### src/rtl/ircg_pkg.sv
package ircg_pkg;
    localparam int IRCG_CNT_W_DEF = 8;
    localparam int IRCG_CTRL_W    = 2;

    // bit 0 lets the counter run, bit 1 gates the carrier onto the pin
    typedef struct packed {
        logic carrier_en;
        logic run_en;
    } ircg_ctrl_t;
endpackage

### src/rtl/ircg_period_buf.sv
module ircg_period_buf #(
    parameter int W = 8
) (
    input  logic         clk,
    input  logic         rst_n,
    input  logic         wr_en,
    input  logic [W-1:0] wr_data,
    input  logic         commit,
    output logic [W-1:0] hold_o,
    output logic [W-1:0] active_o
);
    typedef struct packed {
        logic [W-1:0] hold;
        logic [W-1:0] act;
    } pb_state_t;

    pb_state_t st_d, st_q;

    always_comb begin
        st_d = st_q;
        // the commit reads the hold value from before any same-cycle write
        if (commit) st_d.act  = st_q.hold;
        if (wr_en)  st_d.hold = wr_data;
    end

    always_ff @(posedge clk or negedge rst_n) begin
        if (!rst_n) st_q <= '0;
        else        st_q <= st_d;
    end

    assign hold_o   = st_q.hold;
    assign active_o = st_q.act;
endmodule

### src/rtl/ircg_counter.sv
module ircg_counter #(
    parameter int W = 8
) (
    input  logic         clk,
    input  logic         rst_n,
    input  logic         run,
    input  logic         load_en,
    input  logic [W-1:0] load_val,
    input  logic [W-1:0] reload_val,
    output logic [W-1:0] cnt_o,
    output logic         wrap_o
);
    localparam logic [W-1:0] CNT_TOP = {W{1'b1}};

    typedef struct packed {
        logic [W-1:0] cnt;
    } ctr_state_t;

    ctr_state_t st_d, st_q;
    logic       at_top;

    assign at_top = (st_q.cnt == CNT_TOP);

    always_comb begin
        st_d = st_q;
        if (load_en) begin
            st_d.cnt = load_val;
        end else if (run) begin
            if (at_top) st_d.cnt = reload_val;
            else        st_d.cnt = st_q.cnt + 1'b1;
        end
    end

    always_ff @(posedge clk or negedge rst_n) begin
        if (!rst_n) st_q <= '0;
        else        st_q <= st_d;
    end

    assign cnt_o  = st_q.cnt;
    assign wrap_o = run && !load_en && at_top;
endmodule

### src/rtl/ircg_out_stage.sv
module ircg_out_stage
    import ircg_pkg::*;
#(
    parameter int W = 8
) (
    input  logic         clk,
    input  logic         rst_n,
    input  logic         wr_duty,
    input  logic         wr_ctrl,
    input  logic [W-1:0] wr_data,
    input  logic [W-1:0] cnt_i,
    output logic         run_o,
    output logic         carrier_o,
    output logic [W-1:0] duty_o,
    output logic         ir_o
);
    typedef struct packed {
        logic [W-1:0] duty;
        ircg_ctrl_t   ctrl;
    } os_state_t;

    os_state_t st_d, st_q;
    logic      below_duty;

    always_comb begin
        st_d = st_q;
        if (wr_duty) st_d.duty = wr_data;
        if (wr_ctrl) st_d.ctrl = ircg_ctrl_t'(wr_data[IRCG_CTRL_W-1:0]);
    end

    always_ff @(posedge clk or negedge rst_n) begin
        if (!rst_n) st_q <= '0;
        else        st_q <= st_d;
    end

    assign below_duty = (cnt_i < st_q.duty);
    assign run_o      = st_q.ctrl.run_en;
    assign carrier_o  = st_q.ctrl.carrier_en;
    assign duty_o     = st_q.duty;
    assign ir_o       = st_q.ctrl.run_en && st_q.ctrl.carrier_en && below_duty;
endmodule

### src/rtl/ircg_carrier_gen.sv
module ircg_carrier_gen
    import ircg_pkg::*;
#(
    parameter int W = IRCG_CNT_W_DEF
) (
    input  logic         clk,
    input  logic         rst_n,
    input  logic         wr_period,
    input  logic         wr_duty,
    input  logic         wr_count,
    input  logic         wr_ctrl,
    input  logic [W-1:0] wr_data,
    output logic         ir_out
);
    logic [W-1:0] cnt_w;
    logic [W-1:0] hold_w;
    logic [W-1:0] act_w;
    logic [W-1:0] duty_w;
    logic         wrap_w;
    logic         run_w;
    logic         carr_w;

    ircg_period_buf #(.W(W)) u_pbuf (
        .clk      (clk),
        .rst_n    (rst_n),
        .wr_en    (wr_period),
        .wr_data  (wr_data),
        .commit   (wrap_w),
        .hold_o   (hold_w),
        .active_o (act_w)
    );

    ircg_counter #(.W(W)) u_ctr (
        .clk        (clk),
        .rst_n      (rst_n),
        .run        (run_w),
        .load_en    (wr_count),
        .load_val   (wr_data),
        .reload_val (act_w),
        .cnt_o      (cnt_w),
        .wrap_o     (wrap_w)
    );

    ircg_out_stage #(.W(W)) u_out (
        .clk       (clk),
        .rst_n     (rst_n),
        .wr_duty   (wr_duty),
        .wr_ctrl   (wr_ctrl),
        .wr_data   (wr_data),
        .cnt_i     (cnt_w),
        .run_o     (run_w),
        .carrier_o (carr_w),
        .duty_o    (duty_w),
        .ir_o      (ir_out)
    );
endmodule

### config.mk
export PLATFORM = sky130hd
export DESIGN_NAME = ircg_carrier_gen
export DESIGN_NICKNAME = d
export VERILOG_FILES = /design/src/rtl/ircg_pkg.sv /design/src/rtl/ircg_period_buf.sv /design/src/rtl/ircg_counter.sv /design/src/rtl/ircg_out_stage.sv /design/src/rtl/ircg_carrier_gen.sv
export SDC_FILE = /design/constraint.sdc
export NUM_CORES = 1
export LEC_CHECK = 0
export ABC_AREA = 1
export BUFFER_PORTS_ARGS = -buffer_cell sky130_fd_sc_hd__buf_4
export CORE_MARGIN = 2
export CORE_UTILIZATION = 45
export CTS_CLUSTER_SIZE = 25
export DETAILED_ROUTE_END_ITERATION = 12
export PLACE_DENSITY_LB_ADDON = 0.15
export SKIP_CTS_REPAIR_TIMING = 1
export SLEW_MARGIN = 30
export SYNTH_ARGS = -nofsm -noshare
export SYNTH_HDL_FRONTEND = slang
export SYNTH_SLANG_ARGS = --single-unit
### constraint.sdc
create_clock -name clk -period 1.35 [get_ports clk]
set_clock_uncertainty 0.1 [all_clocks]
set_input_delay 0.27 -clock clk [delete_from_list [all_inputs] [get_ports clk]]
set_output_delay 0.27 -clock clk [all_outputs]
set_load 0.02 [all_outputs]
# --- Yosys cells after proc, flatten, opt, wreduce, memory -nomap -nowiden ---
# Cells that the tools add are included.
op_classes:
  add_sub_neg: 1
  magnitude_cmp: 1
  eq_ne: 1
  n_mux: 3
  n_reduce_logical: 6
op_table:
  columns: ["cell", "count"]
  rows:
  - ["$mux 8", 3]
  - ["$add 8x1->8 const B", 1]
  - ["$eq 8x8->1 const B", 1]
  - ["$lt 8x8->1", 1]
  - ["$logic_and 1x1->1", 4]
  - ["$reduce_bool 2->1", 1]
  - ["$logic_not 1->1", 1]
totals:
  regBits: 34
  input_bits: 14
  out_inout_bits: 1

# --- Longest topological paths before layout ---
logic_depth:
  depth_word: 4
  depth_mapped: 7

# --- Hierarchy ---
# From an unflattened synthesis, not the netlist that was laid out.
hier_totals:
  cells_unflattened: 227
  area_unflattened_um2: 1819.2
modules_own_cells:
  columns: ["module", "instances", "cells_each", "area_per_inst_um2"]
  rows:
  - ["ircg_counter", 1, 93, 643.1]
  - ["ircg_period_buf", 1, 68, 610.6]
  - ["ircg_out_stage", 1, 66, 565.5]

# --- Worst setup path after synthesis ---
# Ideal clock, no wire load.
synth_path:
  path_type: "register to output"
  start: "reg u_ctr.st_q, in the netlist u_ctr.cnt_o[7]"
  end: "out ir_out"
  arrival_ps: 1311
  t_required_ps: 980
  path_slack_ps: -331
  stages_incl_launch_ff: 7
  path_cell_list: "dfrtp_1 > ha_1 > nand2_1 > inv_1 > nand3_1 > nand4_1 > a21oi_1"
synth_between:
  elab_chain_cells: 2
synth_rtl:
  columns: ["element", "line_no", "text"]
  rows:
  - ["start: declaration", "ircg_counter.sv:19", "ctr_state_t st_d, st_q;"]
  - ["start signal: assignment", "ircg_counter.sv:36", "else st_q <= st_d;"]
  - ["$lt 8x8->1", "ircg_out_stage.sv:36", "assign below_duty = (cnt_i < st_q.duty);"]
  - ["$logic_and 1x1->1", "ircg_out_stage.sv:40", "assign ir_o = st_q.ctrl.run_en && st_q.ctrl.carrier_en && below_duty;"]
  - ["end: declaration", "ircg_carrier_gen.sv:13", "output logic ir_out"]
# No other way between the ends.

# --- Worst setup path in the final report ---
# Ends and elaborated chain as after synthesis.

==> impl_metrics.yaml <==
global_routing:
  antenna_found_initial: 0
  gr-total-overflow: 0
  grt_max_degree: 35
  grt_use_total_pct: 20.0
  grt_pass1_vias: 1496
  grt_pass1_wl_um: 6610
worst_hold_path:
  holdPathStages: 2
  hold_class: "in2reg"
  worstHoldStart: "wr_ctrl"
  hold_end: "u_out.carrier_o$_DFFE_PN0P_"
synth:
  syn_avg_cell_area_um2: 8.47
  synthAdderAreaFrac_pct: 5.71
  synth-main-ff-cell: "dfrtp_1"
  synth-xor-area-share_pct: 0.499
  synth_top_family_by_area: "simple AND/OR/NAND/NOR gates"
  yosys_register_bits: 34
  synthArstFlopShare_pct: 100
  netlist_area_um2: 1750
  seq_area_frac_synth_pct: 48.5
  synth_edf_count: 0
  synth_top_area_share_pct: 48.5
  syn-instance-count: 207
  synth_mux_area_share_pct: 0.642
  yosysMostFrequentCell: "nand2_1"
  syn_nets: 229
  synth_cell_types: 21
  synth_common_cells: "61 x nand2_1, 34 x dfrtp_1, 30 x inv_1"
  synth_compound_area_share_pct: 14.2
  netlist_top_cells_area: "dfrtp_1 49%, nand2_1 13%, inv_1 6.4%, ha_1 5.7%, o21ai_0 5.4%"
  yosys_warnings: 0
  synth_top_area_cell: "dfrtp_1"
  yosys.area_share.simple_pct: 22.5
worst_setup_path:
  cp.arrival_ns: 1.48
  rrSetupSlack_ns: -0.18
  cpPeakStageDelay_ns: 0.41
  cp_cell_sequence: "ha_4 -> nand2_4 -> inv_2 -> nand3_2 -> nand4_1 -> a21oi_2 -> buf_4"
  setup.worst_path.class: "reg2out"
  path_delay_family: "flip-flops"
  start_kind: "flip-flop"
  cp-end-kind: "primary output"
  reg2reg_to: "u_pbuf.active_o[0]$_DFFE_PN0P_"
  cp_slowest_cell: "dfrtp_1"
  path_max_fanout: 2
  required_ns: 0.98
  worstSetupStartpoint: "u_ctr.cnt_o[7]$_DFFE_PN0P_"
  timing.rr.start: "u_ctr.cnt_o[1]$_DFFE_PN0P_"
  crit_buf_inv: 2
  reg2regPathDepth: 8
placed_design:
  dp_slack_ns: -0.226
  dp_hpwl_um: 2840
  gp_congestion: 0.840
  io_buffers: 14
cts:
  cts_buffers: 5
  cts_tree: "done"
  worstSkewPairLatency_ns: 0.29
  cts_max_level: 2
  clockBufferDepth: 2
  clk_pin_slew_ns: 0.07
  root_buffer: "clkbuf_8"
  clock-sinks: 34
drt:
  routed_wl_um: 3930
  firstDrtPassIters: 4
  via_per_inst: 5.08
  wl_per_cell_um: 13.3
  ant_nets: 0
  vias: 1498
  drt-initial-drc-count: 133
  drcViolationCount: 0
die:
  fp-row-count: 22
  die_h_um: 66.4
  die_w_um: 66.4
  io_pins: 15
  die_area_um2: 4410
  core-area_um2: 3720
  initial_core_util_pct: 47.2
power_and_ir_drop:
  p_int_w: 0.00176
  peakVddDrop_mv: 0.745
  powerDensity_nw_per_um2: 1090
  seqPwrFrac_pct: 46.1
  swShare_pct: 29.1
  p_comb_share_pct: 22.8
  p_leak_nw: 1.14
  p_clk_share_pct: 31.1
  power.net_switching_w: 0.000721
run_status:
  failed_checks: "setup timing"
  status: "finished with violations"
finish:
  diodes: 0
  drive_gt1_share_pct: 31.2
  layout.nets: 268
  fill_cells: 329
  syn_to_final_growth_pct: 29.7
timing:
  tns_ns: -2.41
  relSlewSlack_pct: 63.3
  min_period_ns: 1.85
  fmax_ghz: 0.539
  worstMarginPinSlew_ns: 0.549
  fin_crit_sh_pct: 137
  grt_setup_unrepaired: "yes"
  slew_violations: 0
  setup_ws_ns: -0.505
  setup_viol: 16
  hold_viol_final: 0
job:
  cap_violations: 0
==> per-stage QoR <==
stage | instance area (um2) | power, W | util (%) | hold slack (ns) | instances
floorplan | 1770 | 0.00143 | - | -0.126 | 207
global placement | 2050 | 0.00161 | 55.2 | 0.140 | 284
detailed placement | 2050 | 0.00163 | 55.2 | 0.147 | 284
CTS | 2140 | 0.00241 | 57.7 | -0.169 | 292
global route | 2280 | 0.00263 | 61.2 | 0.0985 | 295
finish | 2280 | 0.00248 | 61.2 | 0.102 | 295
==> worst max path at each step <==
stage,endpoint,slack (ns),cells after the start
final,ir_out,-0.50,7
after global routing,ir_out,-0.60,7
after CTS,ir_out,-0.55,7
after detailed placement,ir_out,-0.23,7
after global placement,ir_out,-0.19,7
after floorplan,ir_out,-0.20,6
==> logic make-up (layout without fill, tap and decap cells) <==
group	after synthesis	count (layout)
buffers and inverters	35	75
xor gates and xnor gates	1	1
adders and majority gates	8	8
AOI/OAI and AO/OA	39	39
muxes	1	1
and+or+nand+nor	89	89
DFF	34	34
==> placed cells by master (no fill, tap or decap), drive strengths merged <==
master and instances:
clkbuf 7, dlygate4sd3 1, buf 35, o21ai 27
nand3 14, a21boi 1, xor2 1, inv 31
ha 8, a22oi 7, nand2 62, dfrtp 34
nor2 11, nand4 2, mux2 1, a21oi 4
clkinv 1
==> flip-flops by register name (all words and copies together) (netlist names) <==
name	flops
u_out.run_o	1
u_pbuf.active_o	8
u_out.carrier_o	1
u_ctr.cnt_o	8
u_out.duty_o	8
u_pbuf.hold_o	8
==> area by class of cell <==
type	count	area [um2]	area share, %
multi-input cells	138	860	37.8
clock buffers	7	86.3	3.79
repair buffers	36	295	13.0
well taps	48	60.1	2.64
flip-flops and latches	34	851	37.4
clock inverters	1	5.00	0.220
inverters	31	119	5.22
==> worst register-to-register path, cell delays in order, from the launching register on <==
cell     delay (ns)
dfrtp_1        0.37
buf_4          0.13
ha_4           0.14
nand2_4        0.06
nor2_4         0.12
nand3_4        0.17
buf_6          0.17
buf_4          0.12
o21ai_2        0.09
==> per-layer routing <==
metal / track usage, % / up-vias / part of all wire, %
li1: - / 745 / -
met3: 4.60 / 5 / 3.7
met4: 6.89 / 0 / 1.2
met5: 0 / - / 0
met1: 25.2 / 718 / 44
met2: 33.8 / 30 / 51
==> power by group through the flow <==
stage | sequential (W) | combinational [W] | clock, W
after global routing | 0.00115 | 0.000642 | 0.000834
after detailed placement | 0.00116 | 0.000473 | 0
final | 0.00114 | 0.000565 | 0.000772
after global placement | 0.00115 | 0.000459 | 0
after floorplan | 0.00116 | 0.000264 | 0
after CTS | 0.00114 | 0.000476 | 0.000797
Note: power is estimated with default switching activity, not from simulation.
